### config.mk
export PLATFORM = sky130hd
export DESIGN_NAME = stereo_sample_fifo
export DESIGN_NICKNAME = d
export VERILOG_FILES = /design/src/rtl/audio_fifo_pkg.sv /design/src/rtl/sample_queue.sv /design/src/rtl/queue_pair.sv /design/src/rtl/stereo_sample_fifo.sv
export SDC_FILE = /design/constraint.sdc
export NUM_CORES = 1
export LEC_CHECK = 0
export BUFFER_PORTS_ARGS = -buffer_cell sky130_fd_sc_hd__buf_2
export CELL_PAD_IN_SITES_DETAIL_PLACEMENT = 1
export CELL_PAD_IN_SITES_GLOBAL_PLACEMENT = 1
export CORE_MARGIN = 3
export CORE_UTILIZATION = 55
export CTS_CLUSTER_DIAMETER = 150
export CTS_CLUSTER_SIZE = 12
export DETAILED_ROUTE_END_ITERATION = 8
export HOLD_SLACK_MARGIN = 0.06
export PLACE_DENSITY_LB_ADDON = 0.1
export SETUP_SLACK_MARGIN = 0.1
export SKIP_LAST_GASP = 1
export SLEW_MARGIN = 20
export SYNTH_ARGS = -nofsm -noshare
export SYNTH_HDL_FRONTEND = slang
export SYNTH_SLANG_ARGS = --single-unit
### constraint.sdc
create_clock -name clk -period 11.15 [get_ports clk]
set_input_delay 2.23 -clock clk [delete_from_list [all_inputs] [get_ports clk]]
set_output_delay 2.23 -clock clk [all_outputs]
set_load 0.03 [all_outputs]
### src/rtl/audio_fifo_pkg.sv
`timescale 1ns/1ps
package audio_fifo_pkg;

    localparam int SAMPLE_W    = 24;
    localparam int QUEUE_DEPTH = 16;

    typedef enum logic [1:0] {
        TXM_ZERO = 2'd0,
        TXM_RUN  = 2'd1,
        TXM_TRIM = 2'd2,
        TXM_HOLD = 2'd3
    } tx_mode_e;

    // Per-direction controls handed to a left/right queue pair
    typedef struct packed {
        logic hold;      // pop does not consume
        logic zero;      // popped data forced to zero
        logic trim;      // collapse to one sample
        logic autosync;  // realign diverged queues
    } pair_ctrl_t;

    function automatic int unsigned low_level(input logic [1:0] sel);
        case (sel)
            2'd0:    return 0;
            2'd1:    return 4;
            2'd2:    return 8;
            default: return 12;
        endcase
    endfunction

    function automatic int unsigned high_level(input logic [1:0] sel);
        case (sel)
            2'd0:    return 1;
            2'd1:    return 4;
            2'd2:    return 8;
            default: return 16;
        endcase
    endfunction

endpackage

### src/rtl/sample_queue.sv
`timescale 1ns/1ps
module sample_queue #(
    parameter int SW    = 24,
    parameter int DEPTH = 16,
    localparam int CW   = $clog2(DEPTH + 1)
) (
    input  logic          clk,
    input  logic          rst,
    input  logic          push,
    input  logic [SW-1:0] push_data,
    input  logic          pop,
    input  logic          pop_hold,
    input  logic          pop_zero,
    input  logic          force_en,
    input  logic [CW-1:0] force_cnt,
    output logic [CW-1:0] count,
    output logic [SW-1:0] pop_data,
    output logic          overrun,
    output logic          underrun
);
    localparam int AW = $clog2(DEPTH);

    logic [SW-1:0] mem [DEPTH];
    logic [AW-1:0] rd_ptr, wr_ptr;
    logic [CW-1:0] cnt;
    logic          take, give, is_empty, is_full;

    always_comb begin
        is_empty = (cnt == '0);
        is_full  = (cnt == CW'(DEPTH));
        take     = pop && !pop_hold && !is_empty && !force_en;
        give     = push && (!is_full || take) && !force_en;
        underrun = pop && !pop_hold && is_empty && !force_en;
        overrun  = push && !give && !force_en;
    end

    always_ff @(posedge clk) begin
        if (give) mem[wr_ptr] <= push_data;
    end

    always_ff @(posedge clk) begin
        if (rst) begin
            rd_ptr   <= '0;
            wr_ptr   <= '0;
            cnt      <= '0;
            pop_data <= '0;
        end else if (force_en) begin
            // Keep the oldest force_cnt entries; newer ones are dropped
            cnt    <= force_cnt;
            wr_ptr <= rd_ptr + force_cnt[AW-1:0];
        end else begin
            if (give) wr_ptr <= wr_ptr + 1'b1;
            if (take) rd_ptr <= rd_ptr + 1'b1;
            cnt <= cnt + CW'(give) - CW'(take);
            if (pop) pop_data <= (take && !pop_zero) ? mem[rd_ptr] : '0;
        end
    end

    assign count = cnt;

endmodule

### src/rtl/queue_pair.sv
`timescale 1ns/1ps
module queue_pair
    import audio_fifo_pkg::*;
#(
    parameter int SW    = 24,
    parameter int DEPTH = 16,
    localparam int CW   = $clog2(DEPTH + 1)
) (
    input  logic          clk,
    input  logic          rst,
    input  logic [1:0]    push,     // [0] left, [1] right
    input  logic [1:0]    pop,
    input  logic [SW-1:0] din_l,
    input  logic [SW-1:0] din_r,
    input  pair_ctrl_t    ctrl,
    output logic [CW-1:0] cnt_l,
    output logic [CW-1:0] cnt_r,
    output logic [SW-1:0] dout_l,
    output logic [SW-1:0] dout_r,
    output logic          unov,
    output logic          resync
);
    logic [SW-1:0] din  [2];
    logic [SW-1:0] dout [2];
    logic [CW-1:0] cnt  [2];
    logic [1:0]    ovr, und;
    logic [CW-1:0] gap, target, force_cnt;
    logic          align, force_en;

    assign din[0] = din_l;
    assign din[1] = din_r;

    always_comb begin
        gap       = (cnt[0] > cnt[1]) ? (cnt[0] - cnt[1]) : (cnt[1] - cnt[0]);
        target    = (cnt[0] < cnt[1]) ? cnt[0] : cnt[1];
        align     = ctrl.autosync && (gap > CW'(1)) && !ctrl.trim;
        force_en  = ctrl.trim || align;
        force_cnt = ctrl.trim ? CW'(1) : target;
    end

    for (genvar ch = 0; ch < 2; ch++) begin : g_ch
        sample_queue #(.SW(SW), .DEPTH(DEPTH)) u_q (
            .clk       (clk),
            .rst       (rst),
            .push      (push[ch]),
            .push_data (din[ch]),
            .pop       (pop[ch]),
            .pop_hold  (ctrl.hold),
            .pop_zero  (ctrl.zero),
            .force_en  (force_en),
            .force_cnt (force_cnt),
            .count     (cnt[ch]),
            .pop_data  (dout[ch]),
            .overrun   (ovr[ch]),
            .underrun  (und[ch])
        );
    end

    always_ff @(posedge clk) begin
        if (rst) begin
            unov   <= 1'b0;
            resync <= 1'b0;
        end else begin
            unov   <= (|ovr) || (|und);
            resync <= align;
        end
    end

    assign cnt_l  = cnt[0];
    assign cnt_r  = cnt[1];
    assign dout_l = dout[0];
    assign dout_r = dout[1];

endmodule

### src/rtl/stereo_sample_fifo.sv
`timescale 1ns/1ps
module stereo_sample_fifo
    import audio_fifo_pkg::*;
#(
    parameter int SW    = SAMPLE_W,
    parameter int DEPTH = QUEUE_DEPTH
) (
    input  logic          clk,
    input  logic          rst,
    input  logic [1:0]    tx_mode,
    input  logic [1:0]    tx_empty_sel,
    input  logic          tx_autosync,
    input  logic          tx_dma_en,
    input  logic [1:0]    rx_full_sel,
    input  logic          rx_trim,
    input  logic          rx_off,
    input  logic          rx_read_zero,
    input  logic          rx_autosync,
    input  logic          rx_dma_en,
    input  logic          host_txl_wr,
    input  logic          host_txr_wr,
    input  logic [SW-1:0] host_txl_data,
    input  logic [SW-1:0] host_txr_data,
    input  logic          ser_txl_pop,
    input  logic          ser_txr_pop,
    output logic [SW-1:0] ser_txl_data,
    output logic [SW-1:0] ser_txr_data,
    input  logic          ser_rxl_push,
    input  logic          ser_rxr_push,
    input  logic [SW-1:0] ser_rxl_data,
    input  logic [SW-1:0] ser_rxr_data,
    input  logic          host_rxl_rd,
    input  logic          host_rxr_rd,
    output logic [SW-1:0] host_rxl_data,
    output logic [SW-1:0] host_rxr_data,
    output logic          tx_empty,
    output logic          tx_dma_req,
    output logic          tx_unov,
    output logic          tx_resync,
    output logic          rx_full,
    output logic          rx_dma_req,
    output logic          rx_unov,
    output logic          rx_resync
);
    localparam int CW = $clog2(DEPTH + 1);

    tx_mode_e      mode;
    pair_ctrl_t    tx_ctrl, rx_ctrl;
    logic [CW-1:0] tx_cnt_l, tx_cnt_r, rx_cnt_l, rx_cnt_r;
    logic [CW-1:0] tx_level, rx_level;

    always_comb begin
        mode             = tx_mode_e'(tx_mode);
        tx_ctrl.hold     = (mode == TXM_ZERO) || (mode == TXM_HOLD);
        tx_ctrl.zero     = tx_ctrl.hold;
        tx_ctrl.trim     = (mode == TXM_TRIM);
        tx_ctrl.autosync = tx_autosync;
        rx_ctrl.hold     = 1'b0;
        rx_ctrl.zero     = rx_read_zero;
        rx_ctrl.trim     = rx_trim;
        rx_ctrl.autosync = rx_autosync;
    end

    queue_pair #(.SW(SW), .DEPTH(DEPTH)) u_tx (
        .clk    (clk),
        .rst    (rst),
        .push   ({host_txr_wr, host_txl_wr}),
        .pop    ({ser_txr_pop, ser_txl_pop}),
        .din_l  (host_txl_data),
        .din_r  (host_txr_data),
        .ctrl   (tx_ctrl),
        .cnt_l  (tx_cnt_l),
        .cnt_r  (tx_cnt_r),
        .dout_l (ser_txl_data),
        .dout_r (ser_txr_data),
        .unov   (tx_unov),
        .resync (tx_resync)
    );

    queue_pair #(.SW(SW), .DEPTH(DEPTH)) u_rx (
        .clk    (clk),
        .rst    (rst),
        .push   ({ser_rxr_push && !rx_off, ser_rxl_push && !rx_off}),
        .pop    ({host_rxr_rd, host_rxl_rd}),
        .din_l  (ser_rxl_data),
        .din_r  (ser_rxr_data),
        .ctrl   (rx_ctrl),
        .cnt_l  (rx_cnt_l),
        .cnt_r  (rx_cnt_r),
        .dout_l (host_rxl_data),
        .dout_r (host_rxr_data),
        .unov   (rx_unov),
        .resync (rx_resync)
    );

    always_comb begin
        tx_level   = CW'(low_level(tx_empty_sel));
        rx_level   = CW'(high_level(rx_full_sel));
        tx_empty   = (tx_cnt_l <= tx_level) && (tx_cnt_r <= tx_level);
        rx_full    = (rx_cnt_l >= rx_level) && (rx_cnt_r >= rx_level);
        tx_dma_req = tx_dma_en && tx_empty;
        rx_dma_req = rx_dma_en && rx_full;
    end

endmodule

=== Word-level counts from Yosys, hierarchy flattened ===
Memory sizes are Yosys's and may differ from the RTL's. A register that Yosys moved wholly into a read port is not among the register bits.
Index checks and enable logic that the tools add are counted.

* Output and inout port bits: 104
* Memories: 4
* Register bits: 152
* Word-level logic and storage cells: 209
* Bits of input ports: 119
* RAM bits: 1536

{| class="wikitable"
|+ Memories
! memory !! words !! width !! rd ports !! clocked after Yosys merged registers in !! wr ports !! line !! text
|-
| u_rx.g_ch[0].u_q.mem || 16 || 24 || 1 || 1 || 1 || sample_queue.sv:23 || <nowiki>logic [SW-1:0] mem [DEPTH];</nowiki>
|-
| u_rx.g_ch[1].u_q.mem || 16 || 24 || 1 || 1 || 1 || sample_queue.sv:23 ||
|-
| u_tx.g_ch[0].u_q.mem || 16 || 24 || 1 || 1 || 1 || sample_queue.sv:23 ||
|-
| u_tx.g_ch[1].u_q.mem || 16 || 24 || 1 || 1 || 1 || sample_queue.sv:23 ||
|}

* Equal/unequal tests: 10
* Add/sub/neg operators: 24
* Bitwise logic cells: 2
* Muxes and demuxes: 40
* Magnitude comparators: 10
* Reduce and logical (&&, ||, !) cells: 99

{| class="wikitable"
|+ Operators with widths
! cell !! count
|-
| two-way mux 24 bit || 4
|-
| two-way mux 4 bit || 16
|-
| two-way mux 5 bit || 10
|-
| logical AND 1 bit || 48
|-
| adder 4 x 1 -> 4 bit, second input constant || 8
|-
| adder 5 x 1 -> 5 bit || 4
|-
| equality test 5 bit, second input constant || 4
|-
| logical NOT 5 bit || 4
|-
| subtractor 5 x 1 -> 5 bit || 4
|-
| subtractor 5 bit || 4
|-
| logical NOT 1 bit || 19
|-
| adder 4 bit || 4
|-
| AND reduction 2 bit || 8
|-
| one-hot mux 5 bit (3 select lines) || 1
|-
| one-hot mux 4 bit (3 select lines) || 1
|-
| >= comparator 5 bit || 2
|-
| greater-than comparator 5 x 1 -> 1 bit, second input constant || 2
|-
| greater-than comparator 5 bit || 2
|-
| <= comparator 5 bit || 2
|-
| less-than comparator 5 bit || 2
|-
| logical OR 1 bit || 9
|-
| equality test 2 bit, second input constant || 4
|-
| two-way mux 1 bit || 8
|-
| nonzero test 2 bit || 4
|-
| other kinds (4) || 11
|}

=== Logic depth before layout (Yosys ltp) ===
Gate-level depths: netlist (run 1).

* Depth in word-level cells: 16
* Depth in mapped cells: 23
* Mapped depth without buffers: 22

=== By module ===
A second synthesis (run 1) with hierarchy kept.

* Cell total of the unflattened synthesis: 3355
* Area total of the unflattened synthesis: 67922.6 um^2

{| class="wikitable"
|+ By module, submodules not included
! module !! sequential area each (um^2) !! times used !! cells an instance !! area an instance (um^2)
|-
| sample_queue || 12351.8 || 4 || 791 || 16618.4
|-
| queue_pair || 40.0 || 2 || 73 || 548.0
|-
| stereo_sample_fifo || 0.0 || 1 || 45 || 352.8
|}

=== Least setup slack after synthesis (run 1) ===
OpenSTA, ideal clock, no wires.

* Path kind: input to output
* Start: input tx_empty_sel[1]
* End: output tx_dma_req
* Path buffers: 0
* Stages on the path: 6
* Path slack: 4.779 ns
* Required time: 8.920 ns
* Data arrival time: 4.141 ns
* Cells stage by stage: inv_1 -> ha_1 -> a21oi_1 -> a31oi_1 -> nor4_1 -> and2_1

* Cells in the longest elaborated chain, start to end: 5
* Elaborated cells on any way between the ends: 8
* Those cells by class: order compare (2); eq/ne (2); mux (1); reduce/logical (3)

{| class="wikitable"
|+ RTL lines
! item !! line !! text
|-
| start: declaration || stereo_sample_fifo.sv:11 || <nowiki>input logic [1:0] tx_empty_sel,</nowiki>
|-
| equality test 2 bit (tied with other cells) || audio_fifo_pkg.sv:23 || <nowiki>case (sel)</nowiki>
|-
| one-hot mux 4 bit (3 select lines) (*) || audio_fifo_pkg.sv:23 ||
|-
| <= comparator 5 bit || stereo_sample_fifo.sv:99 || <nowiki>tx_empty = (tx_cnt_l <= tx_level) && (tx_cnt_r <= tx_level);</nowiki>
|-
| logical AND 1 bit (*) || stereo_sample_fifo.sv:99 ||
|-
| named net tx_empty || stereo_sample_fifo.sv:36 || <nowiki>output logic tx_empty,</nowiki>
|-
| logical AND 1 bit (*) || stereo_sample_fifo.sv:101 || <nowiki>tx_dma_req = tx_dma_en && tx_empty;</nowiki>
|-
| end: declaration || stereo_sample_fifo.sv:37 || <nowiki>output logic tx_dma_req,</nowiki>
|}

The timed path passes the listed nets; every way through them passes the cells marked *.

=== Final worst setup path (run 1) ===
* Start: input rx_full_sel[1]
* End: output rx_dma_req

* Cells in the longest elaborated chain, start to end: 5
* Elaborated cells on any way between the ends: 8
* Those cells by class: order compare (2); eq/ne (2); mux (1); reduce/logical (3)

{| class="wikitable"
|+ RTL lines
! item !! line !! text
|-
| start: declaration || stereo_sample_fifo.sv:14 || <nowiki>input logic [1:0] rx_full_sel,</nowiki>
|-
| equality test 2 bit (tied with other cells) || audio_fifo_pkg.sv:32 || <nowiki>case (sel)</nowiki>
|-
| one-hot mux 5 bit (3 select lines) (*) || audio_fifo_pkg.sv:32 ||
|-
| >= comparator 5 bit || stereo_sample_fifo.sv:100 || <nowiki>rx_full = (rx_cnt_l >= rx_level) && (rx_cnt_r >= rx_level);</nowiki>
|-
| logical AND 1 bit (*) || stereo_sample_fifo.sv:100 ||
|-
| logical AND 1 bit (*) || stereo_sample_fifo.sv:102 || <nowiki>rx_dma_req = rx_dma_en && rx_full;</nowiki>
|-
| end: declaration || stereo_sample_fifo.sv:41 || <nowiki>output logic rx_dma_req,</nowiki>
|}

Every way passes the cells marked *; elsewhere a longest branch is shown, timed or not.

==> results of run 1 <==
-- per-layer routing --
metal / track usage [%] / vias to the layer above / part of all wire (%) / routed length (µm)
li1: - / 13730 / - / -
met1: 33.84 / 17460 / 40 / 62490
met2: 42.80 / 1061 / 51 / 79990
met3: 5.632 / 279 / 6.6 / 10390
met4: 6.714 / 14 / 2.1 / 3316
met5: 0 / - / 0.064 / 100
-- state kept, by name, summed over array words and instances (netlist names), named ones only --
register / cells
u_rx.g_ch.u_q.count: 10
u_rx.g_ch.u_q.mem: 768
u_rx.g_ch.u_q.pop_data: 48
u_rx.g_ch.u_q.rd_ptr: 8
u_rx.g_ch.u_q.wr_ptr: 8
u_rx.resync: 1
u_rx.unov: 1
u_tx.g_ch.u_q.count: 10
u_tx.g_ch.u_q.mem: 768
u_tx.g_ch.u_q.pop_data: 48
u_tx.g_ch.u_q.rd_ptr: 8
u_tx.g_ch.u_q.wr_ptr: 8
u_tx.resync: 1
u_tx.unov: 1
-- worst max path at each step --
stage               startpoint         end  slack, ns  depth (start not counted)
5_1_grt         rx_full_sel[1]  rx_dma_req       4.91                         11
4_1_cts         rx_full_sel[1]  rx_dma_req       5.08                         11
6_report        rx_full_sel[1]  rx_dma_req       5.09                         11
3_3_place_gp    rx_full_sel[1]  rx_dma_req       5.23                         11
2_1_floorplan  tx_empty_sel[1]  tx_dma_req       4.78                          6
3_5_place_dp    rx_full_sel[1]  rx_dma_req       5.10                         11
-- worst max-delay path, delay by kind of cell --
kind / cells / cell delay (ns)
compound gates: 3 / 0.48
fa+ha+maj: 1 / 0.25
buf+inv: 2 / 0.29
simple gates: 5 / 0.57
-- through the flow --
step	instances	instance area, µm²	power [µW]
3_5_place_dp	4939	70290	11040
5_1_grt	5236	75000	16630
2_1_floorplan	3189	66990	10100
3_3_place_gp	4938	70260	10890
4_1_cts	5233	74990	16070
6_report	5243	75020	15910
-- cells by family (layout without fill, tap and decap cells) --
logic type | Yosys count | after routing | share of synthesized area [%]
buffers and inverters | 292 | 724 | 1.812
adders and majority gates | 99 | 99 | 1.984
other | 0 | 10 | 0
DFF | 1704 | 1704 | 73.88
muxes | 491 | 491 | 16.31
AOI/OAI and AO/OA | 231 | 231 | 2.766
xor gates and xnor gates | 52 | 52 | 0.6799
and+or+nand+nor | 320 | 320 | 2.574
-- Yosys cell counts, drive strengths merged (2+ instances only) --
cell type	count
and2	22
a21oi	44
nor3	18
nand2b	69
nor2	92
a211oi	25
o32ai	46
and3	2
dfxtp	168
nor2b	4
and4	7
edfxtp	1536
fa	12
nand3b	5
inv	121
o31ai	6
mux2i	9
buf	61
nor3b	3
nand4	7
nand2	39
a22oi	2
nor4	11
mux2	2
o21ai	23
xnor2	35
or3	8
a21o	11
nand4bb	4
a31oi	5
or2	5
ha	87
nor4b	5
clkbuf	110
xor2	17
mux4	480
nand3	16
o22ai	7
a22o	48
a21boi	3
-- cell type report --
cell class                 instances  share of cell area, %
antenna                           10                0.03336
clock buffer                     284                  6.071
clock inverter                    10                 0.1968
inverter                         121                 0.6054
multi-input combinational       1193                  21.99
sequential                      1704                  66.02
tap                             1612                  2.688
timing repair buffer             309                  2.397
-- report_power, final --
group	total, µW	internal, µW	switching, µW
combinational	3300	1470	1830
sequential	7590	7320	270
clock	5020	2760	2260
==> flow_summary_export.csv, run 1 <==
group,metric,value,unit
power,leakage,0.02364,µW
layout,layout.cells.most_common_list,"sky130_fd_sc_hd__edfxtp_1, sky130_fd_sc_hd__mux4_2, sky130_fd_sc_hd__buf_2",
synthesis,synthesis.instances,3189,
synthesis,postSynthRegisterBits,1704,
power,power_per_cell_area,212.0,nW/µm²
clocking,cts-htree-levels,4,
timing,layout_worst_path_cycle_share,54.37,%
timing,max-slew-margin-rel,24.36,%
worst_setup_path,crit_path_top_delay_cell,"sky130_fd_sc_hd__ha_1",
placed_design,place.detailed.hpwl,86.26,mm
grt,vias_in_the_first_global_route,35570,
placed_design,pre_cts_ws,5.101,ns
clocking,cts_tree,"built",
timing,slew_viol_final,0,
timing,achievable-frequency,165.0,MHz
timing,hold_ws,0.4750,ns
grt,pin_count_of_the_biggest_net_entering_global_routing,97,
synthesis,post_synth_main_area_contributors,"sky130_fd_sc_hd__edfxtp_1, sky130_fd_sc_hd__mux4_2, sky130_fd_sc_hd__dfxtp_1",
floorplan,rows,127,
clocking,tritoncts_num_sinks,1704,
routing,route.final.wire_length,156.3,mm
synthesis,dominantRegCellSynth,"sky130_fd_sc_hd__edfxtp_1",
worst_setup_path,arr_time_crit_path,3.83,ns
timing,finalHoldViolations,0,
clocking,cts_post_setup_buffers_inserted,0,
clocking,path_clk_slew,0.06,ns
layout,fill_cells,10020,
worst_setup_path,worst_path_maximum_fanout,4,
grt,grt-ovfl-total,0,
worst_hold_path,holdCritStartpoint,"u_rx.g_ch[1].u_q.pop_data[7]",
routing,dr_total_vias,32550,
clocking,quantity_of_gates_resized_following_cts,0,
worst_hold_path,worstHoldEndpoint,"u_rx.g_ch[1].u_q.pop_data[7]",
timing,worst_path_setup_slack_after_routing,5.088,ns
routing,drt_iter0_markers,3207,
worst_setup_path,worstReg2RegEnd,"u_tx.g_ch[0].u_q.count[4]",
clocking,worstSkewPairLatency,0.79,ns
timing,setup_repair_after_global_routing_missed_its_margin,"no",
timing,worst-slew-pin-transition,1.132,ns
worst_setup_path,critical_path.cell_chain,"buf_2 -> nor2_1 -> ha_1 -> nor2_1 -> a21boi_0 -> o21ai_0 -> nand2b_1 -> a21oi_1 -> nor2_1 -> and2_1 -> buf_2",
outcome,run_status,"finished clean",
layout,commonest_non_fill_non_tap_cell_in_the_layout,"sky130_fd_sc_hd__edfxtp_1",
synthesis,synthArstFlopShare,0,%
worst_setup_path,worstSetupEndpointType,"primary output",
worst_setup_path,most_repeated_library_cell_on_the_critical_path,"sky130_fd_sc_hd__nor2_1",
layout,area_taken_by_multi_input_logic_gates,16500,µm²
routing,route.detailed.wl_per_inst,29.81,µm
synthesis,netlist.area_leader.share,68.86,%
layout,layout.nets,3706,
synthesis,synthesis.area_per_instance,21.01,µm²
synthesis,synthDistinctLibCells,70,
grt,globalRouteTotalUtil,25.38,%
floorplan,die_height,355.0,µm
floorplan,placeableCoreArea,120400,µm²
placed_design,numPortBuffers,222,
routing,drc,0,
synthesis,synthesis.area,66990,µm²
synthesis,syn_nets,3407,
worst_setup_path,reg2reg_setup_slack,6.13,ns
timing,final-setup-viol-count,0,
routing,antenna_violating_nets_post_route,0,
floorplan,initial_utilization,55.61,%
routing,detail_route.first_pass.iterations,7,
timing,period_minus_slack,6.062,ns
power,peakVddDrop,0.1720,mV
worst_setup_path,category_of_the_most_critical_setup_path,"in -> out",
clocking,cts_root_buffer,"sky130_fd_sc_hd__clkbuf_16",
layout,area_growth,12.00,%
synthesis,post-synth-top-area-cell,"sky130_fd_sc_hd__edfxtp_1",
floorplan,die_area,126000,µm²
grt,grt_first_pass_wirelength,234.2,mm
worst_hold_path,min_path_type,"reg -> reg",
layout,finalCoreUtilization,62.29,%
worst_setup_path,reg2reg_depth,19,
layout,post_route_cells_drive_above_1_share,29.27,%
worst_setup_path,worst_path_largest_cell_delay,0.25,ns
synthesis,synth_edf_count,1536,
worst_setup_path,rr_startpoint,"u_tx.g_ch[1].u_q.count[4]",
clocking,numCtsBuffers,159,
worst_hold_path,hold_path_depth,1,
clocking,cts_hold_buf,0,
synthesis,ys.warnings.count,0,
routing,via_count_normalized_by_instance_count,6.208,
floorplan,die-width,355.0,µm
floorplan,ioPinCount,223,
clocking,ctsLongestPathBuffers,3,
job,cap_violations,0,
worst_setup_path,critical_path.startpoint_type,"input port",
placed_design,globalplace.congestion,0.8111,
synthesis,seq_area_frac_synth,73.88,%
worst_setup_path,cp_data_required_time,8.92,ns
timing,finalSetupTns,0,ns
layout,register_area,49530,µm²
grt,number_of_antenna_violations_at_the_first_check_in_global_routing,25,
timing,fin_worst_skew,0.01804,ns
Note: power is estimated with default switching activity, not from simulation.
==> inputs of run 2 (changes only) <==
--- a/config.mk
+++ b/config.mk
@@ -5,11 +5,12 @@
 export SDC_FILE = /design/constraint.sdc
 export NUM_CORES = 1
 export LEC_CHECK = 0
+export ABC_AREA = 1
 export BUFFER_PORTS_ARGS = -buffer_cell sky130_fd_sc_hd__buf_2
 export CELL_PAD_IN_SITES_DETAIL_PLACEMENT = 1
 export CELL_PAD_IN_SITES_GLOBAL_PLACEMENT = 1
 export CORE_MARGIN = 3
-export CORE_UTILIZATION = 55
+export CORE_UTILIZATION = 51
 export CTS_CLUSTER_DIAMETER = 150
 export CTS_CLUSTER_SIZE = 12
 export DETAILED_ROUTE_END_ITERATION = 8
==> constraint.sdc (replaced) <==
create_clock -name clk -period 5.9 [get_ports clk]
set_input_delay 1.18 -clock clk [delete_from_list [all_inputs] [get_ports clk]]
set_output_delay 1.18 -clock clk [all_outputs]
set_load 0.03 [all_outputs]
==> run 2 against run 1 <==
  * Register-to-register slack worse by 5.0 ns
  * Combinational power increased by 120%
  * Routed wire length rose by 20%
  * Sequential power increased by 84%
  * Final area up 3.1%
  * Hold slack lost 0.014 ns
  * Area after synthesis rose by 4.4%
  * Die area up 12%
  * Critical path type is now reg -> reg
  * Critical endpoint is now u_rx.g_ch[1].u_q.count[4]
==> flow_summary_export.csv, run 2 <==
group,metric,value,unit
outcome,run_status,"finished clean",
routing,antenna_violating_nets_post_route,0,
routing,drt_iter0_markers,3443,
synthesis,netlist.area_leader.share,65.98,%
timing,final-setup-viol-count,0,
grt,pin_count_of_the_biggest_net_entering_global_routing,183,
worst_hold_path,holdCritStartpoint,"u_tx.g_ch[0].u_q.pop_data[22]",
synthesis,synth.most_common_cell,"sky130_fd_sc_hd__edfxtp_1",
job,cap_violations,0,
timing,achievable-frequency,207.6,MHz
synthesis,synthArstFlopShare,0,%
synthesis,synth.top_cells.by_count,"sky130_fd_sc_hd__edfxtp_1, sky130_fd_sc_hd__o21ai_0, sky130_fd_sc_hd__nand2_1",
synthesis,seq_area_frac_synth,70.79,%
layout,area_taken_by_multi_input_logic_gates,17970,µm²
clocking,cts_hold_buf,0,
placed_design,globalplace.congestion,0.8150,
layout,post_route_cells_drive_above_1_share,11.17,%
worst_setup_path,category_of_the_most_critical_setup_path,"reg -> reg",
worst_setup_path,crit_path_top_delay_cell,"sky130_fd_sc_hd__dfxtp_1",
layout,layoutNonFillerInstCount,7647,
grt,globalRouteTotalUtil,26.41,%
timing,slew_viol_final,0,
floorplan,initial_utilization,51.48,%
worst_setup_path,reg2reg_setup_slack,1.08,ns
floorplan,die_height,376.2,µm
timing,worst-slew-pin-transition,1.116,ns
worst_setup_path,critical_path.startpoint_type,"register",
worst_setup_path,rr_startpoint,"u_rx.g_ch[1].u_q.count[1]",
worst_setup_path,cp_data_required_time,6.61,ns
grt,vias_in_the_first_global_route,46960,
worst_setup_path,worstReg2RegEnd,"u_rx.g_ch[1].u_q.count[4]",
synthesis,post-synth-top-area-cell,"sky130_fd_sc_hd__edfxtp_1",
layout,layout.nets,5937,
worst_setup_path,critical_path.cell_chain,"inv_1 -> fa_1 -> inv_1 -> nand3_1 -> nand3_1 -> nand2_1 -> nor2_1 -> nand3_2 -> nand3_4 -> nand2_1 -> inv_2 -> nand2_2 -> ha_1 -> inv_1 -> ha_1 -> inv_1 -> fa_1 -> o21ai_0 -> a21oi_1 -> xor2_1 -> nand2_1 -> a21oi_1",
clocking,cts-htree-levels,4,
power,peakVddDrop,0.2710,mV
timing,hold_ws,0.4608,ns
clocking,path_clk_slew,0.07,ns
routing,drc,0,
power,leakage,0.02695,µW
grt,number_of_antenna_violations_at_the_first_check_in_global_routing,14,
worst_setup_path,most_repeated_library_cell_on_the_critical_path,"sky130_fd_sc_hd__inv_1",
grt,grt_first_pass_wirelength,285.2,mm
synthesis,dominantRegCellSynth,"sky130_fd_sc_hd__edfxtp_1",
routing,detail_route.first_pass.iterations,7,
worst_setup_path,worst_path_largest_cell_delay,0.56,ns
layout,layout.cells.most_common_list,"sky130_fd_sc_hd__edfxtp_1, sky130_fd_sc_hd__o21ai_0, sky130_fd_sc_hd__nand2_1",
routing,via_count_normalized_by_instance_count,5.839,
clocking,quantity_of_gates_resized_following_cts,0,
timing,fin_worst_skew,0.02120,ns
clocking,cts_tree,"built",
layout,area_growth,10.65,%
synthesis,synthesis.area,69910,µm²
clocking,ctsLongestPathBuffers,3,
clocking,cts_post_setup_buffers_inserted,0,
layout,register_area,49510,µm²
placed_design,dpl_cell_area,72590,µm²
timing,layout_worst_path_cycle_share,81.64,%
timing,finalSetupTns,0,ns
floorplan,die-width,376.2,µm
worst_hold_path,hold_path_depth,2,
routing,route.final.wire_length,187.9,mm
timing,finalHoldViolations,0,
synthesis,synthesis.instances,5631,
synthesis,synthesis.area_per_instance,12.41,µm²
clocking,worstSkewPairLatency,0.80,ns
worst_hold_path,min_path_type,"reg -> reg",
clocking,tritoncts_num_sinks,1704,
synthesis,post_synth_main_area_contributors,"sky130_fd_sc_hd__edfxtp_1, sky130_fd_sc_hd__o21ai_0, sky130_fd_sc_hd__dfxtp_1",
synthesis,synthDistinctLibCells,45,
worst_setup_path,reg2reg_depth,22,
power,power_per_cell_area,401.6,nW/µm²
layout,fill_cells,13600,
placed_design,place.detailed.hpwl,108.1,mm
grt,grt-ovfl-total,0,
floorplan,rows,135,
timing,setup_repair_after_global_routing_missed_its_margin,"no",
timing,max-slew-margin-rel,25.43,%
worst_hold_path,worstHoldEndpoint,"u_tx.g_ch[0].u_q.pop_data[22]",
floorplan,die_area,141600,µm²
synthesis,ys.warnings.count,0,
worst_setup_path,arr_time_crit_path,5.53,ns
worst_setup_path,worstSetupEndpointType,"register",
clocking,cts_root_buffer,"sky130_fd_sc_hd__clkbuf_16",
timing,period_minus_slack,4.817,ns
floorplan,placeableCoreArea,135800,µm²
worst_setup_path,worst_path_maximum_fanout,26,
layout,final_cell_area,77350,µm²
synthesis,postSynthRegisterBits,1704,
routing,route.detailed.wl_per_inst,24.57,µm
synthesis,synth_edf_count,1536,
placed_design,dp_cells,7339,
floorplan,ioPinCount,223,
synthesis,syn_nets,5849,
clocking,numCtsBuffers,159,
layout,commonest_non_fill_non_tap_cell_in_the_layout,"sky130_fd_sc_hd__edfxtp_1",
routing,dr_total_vias,44650,
layout,largestRegisters,"u_rx.g_ch.u_q.mem: 768 flops, u_tx.g_ch.u_q.mem: 768 flops",
placed_design,numPortBuffers,222,
-- run 2: layer usage --
metal  vias to the layer above  share of wire (%)  global-route usage (%)
li1                      20490                  -                       -
met1                     22780                 44                   36.09
met2                      1109                 49                   44.36
met3                       263                4.8                   3.640
met4                         4                2.4                   7.757
met5                         -              0.018                       0
-- run 2: kinds of logic after synthesis --
group	after synthesis	synth area share, %
buffers and inverters	708	4.068
flip-flops	1704	70.79
multiplexers	192	2.849
AO/OA/AOI/OAI	1325	10.22
XOR/XNOR	36	0.4510
AND/OR/NAND/NOR	1567	9.717
adder cells (fa/ha/maj)	99	1.901
-- run 2: critical path, delay by kind of cell, from the launching register on --
kind,cells,cell delay [ns]
XOR/XNOR,1,0.16
adder cells (fa/ha/maj),4,1.36
flip-flops,1,0.56
AO/OA/AOI/OAI,3,0.43
buffers and inverters,5,0.98
AND/OR/NAND/NOR,9,1.21
-- run 2: stage by stage --
step / util (%) / worst slack, ns / power (µW)
5_1_grt: 56.95 / 0.6373 / 32640
2_1_floorplan: - / 2.138 / 19350
4_1_cts: 56.94 / 1.086 / 31290
3_3_place_gp: 53.45 / 1.281 / 21360
6_report: 56.96 / 1.083 / 31060
3_5_place_dp: 53.45 / 1.129 / 21630
-- run 2: how the worst max path moves through the flow --
stage,startpoint,end,slack (ns),cells after the start
floorplan,tx_mode[0],u_tx.g_ch[1].u_q.count[4],2.14,17
global placement,u_rx.g_ch[0].u_q.count[1],u_rx.g_ch[1].u_q.count[4],1.28,22
detailed placement,u_rx.g_ch[1].u_q.count[1],u_rx.g_ch[1].u_q.count[4],1.13,22
CTS,u_rx.g_ch[0].u_q.count[1],u_rx.g_ch[1].u_q.count[4],1.09,22
global route,u_rx.g_ch[0].u_q.count[1],u_rx.g_ch[1].u_q.count[4],0.64,22
finish,u_rx.g_ch[1].u_q.count[1],u_rx.g_ch[1].u_q.count[4],1.08,22
-- run 2: report_power, final --
part	internal, µW	switching [µW]
sequential	13600	386
combinational	2220	5130
clock	5270	4420
total	21100	9940
-- run 2: cell type report --
| class | count | area share, % |
|---|---|---|
| Antenna cell | 9 | 0.02911 |
| Clock buffer | 290 | 5.944 |
| Clock inverter | 9 | 0.1876 |
| Sequential cell | 1704 | 64.00 |
| Tap cell | 1781 | 2.881 |
| Timing Repair Buffer | 265 | 1.905 |
| Multi-Input combinational cell | 3219 | 23.23 |
| Inverter | 370 | 1.821 |
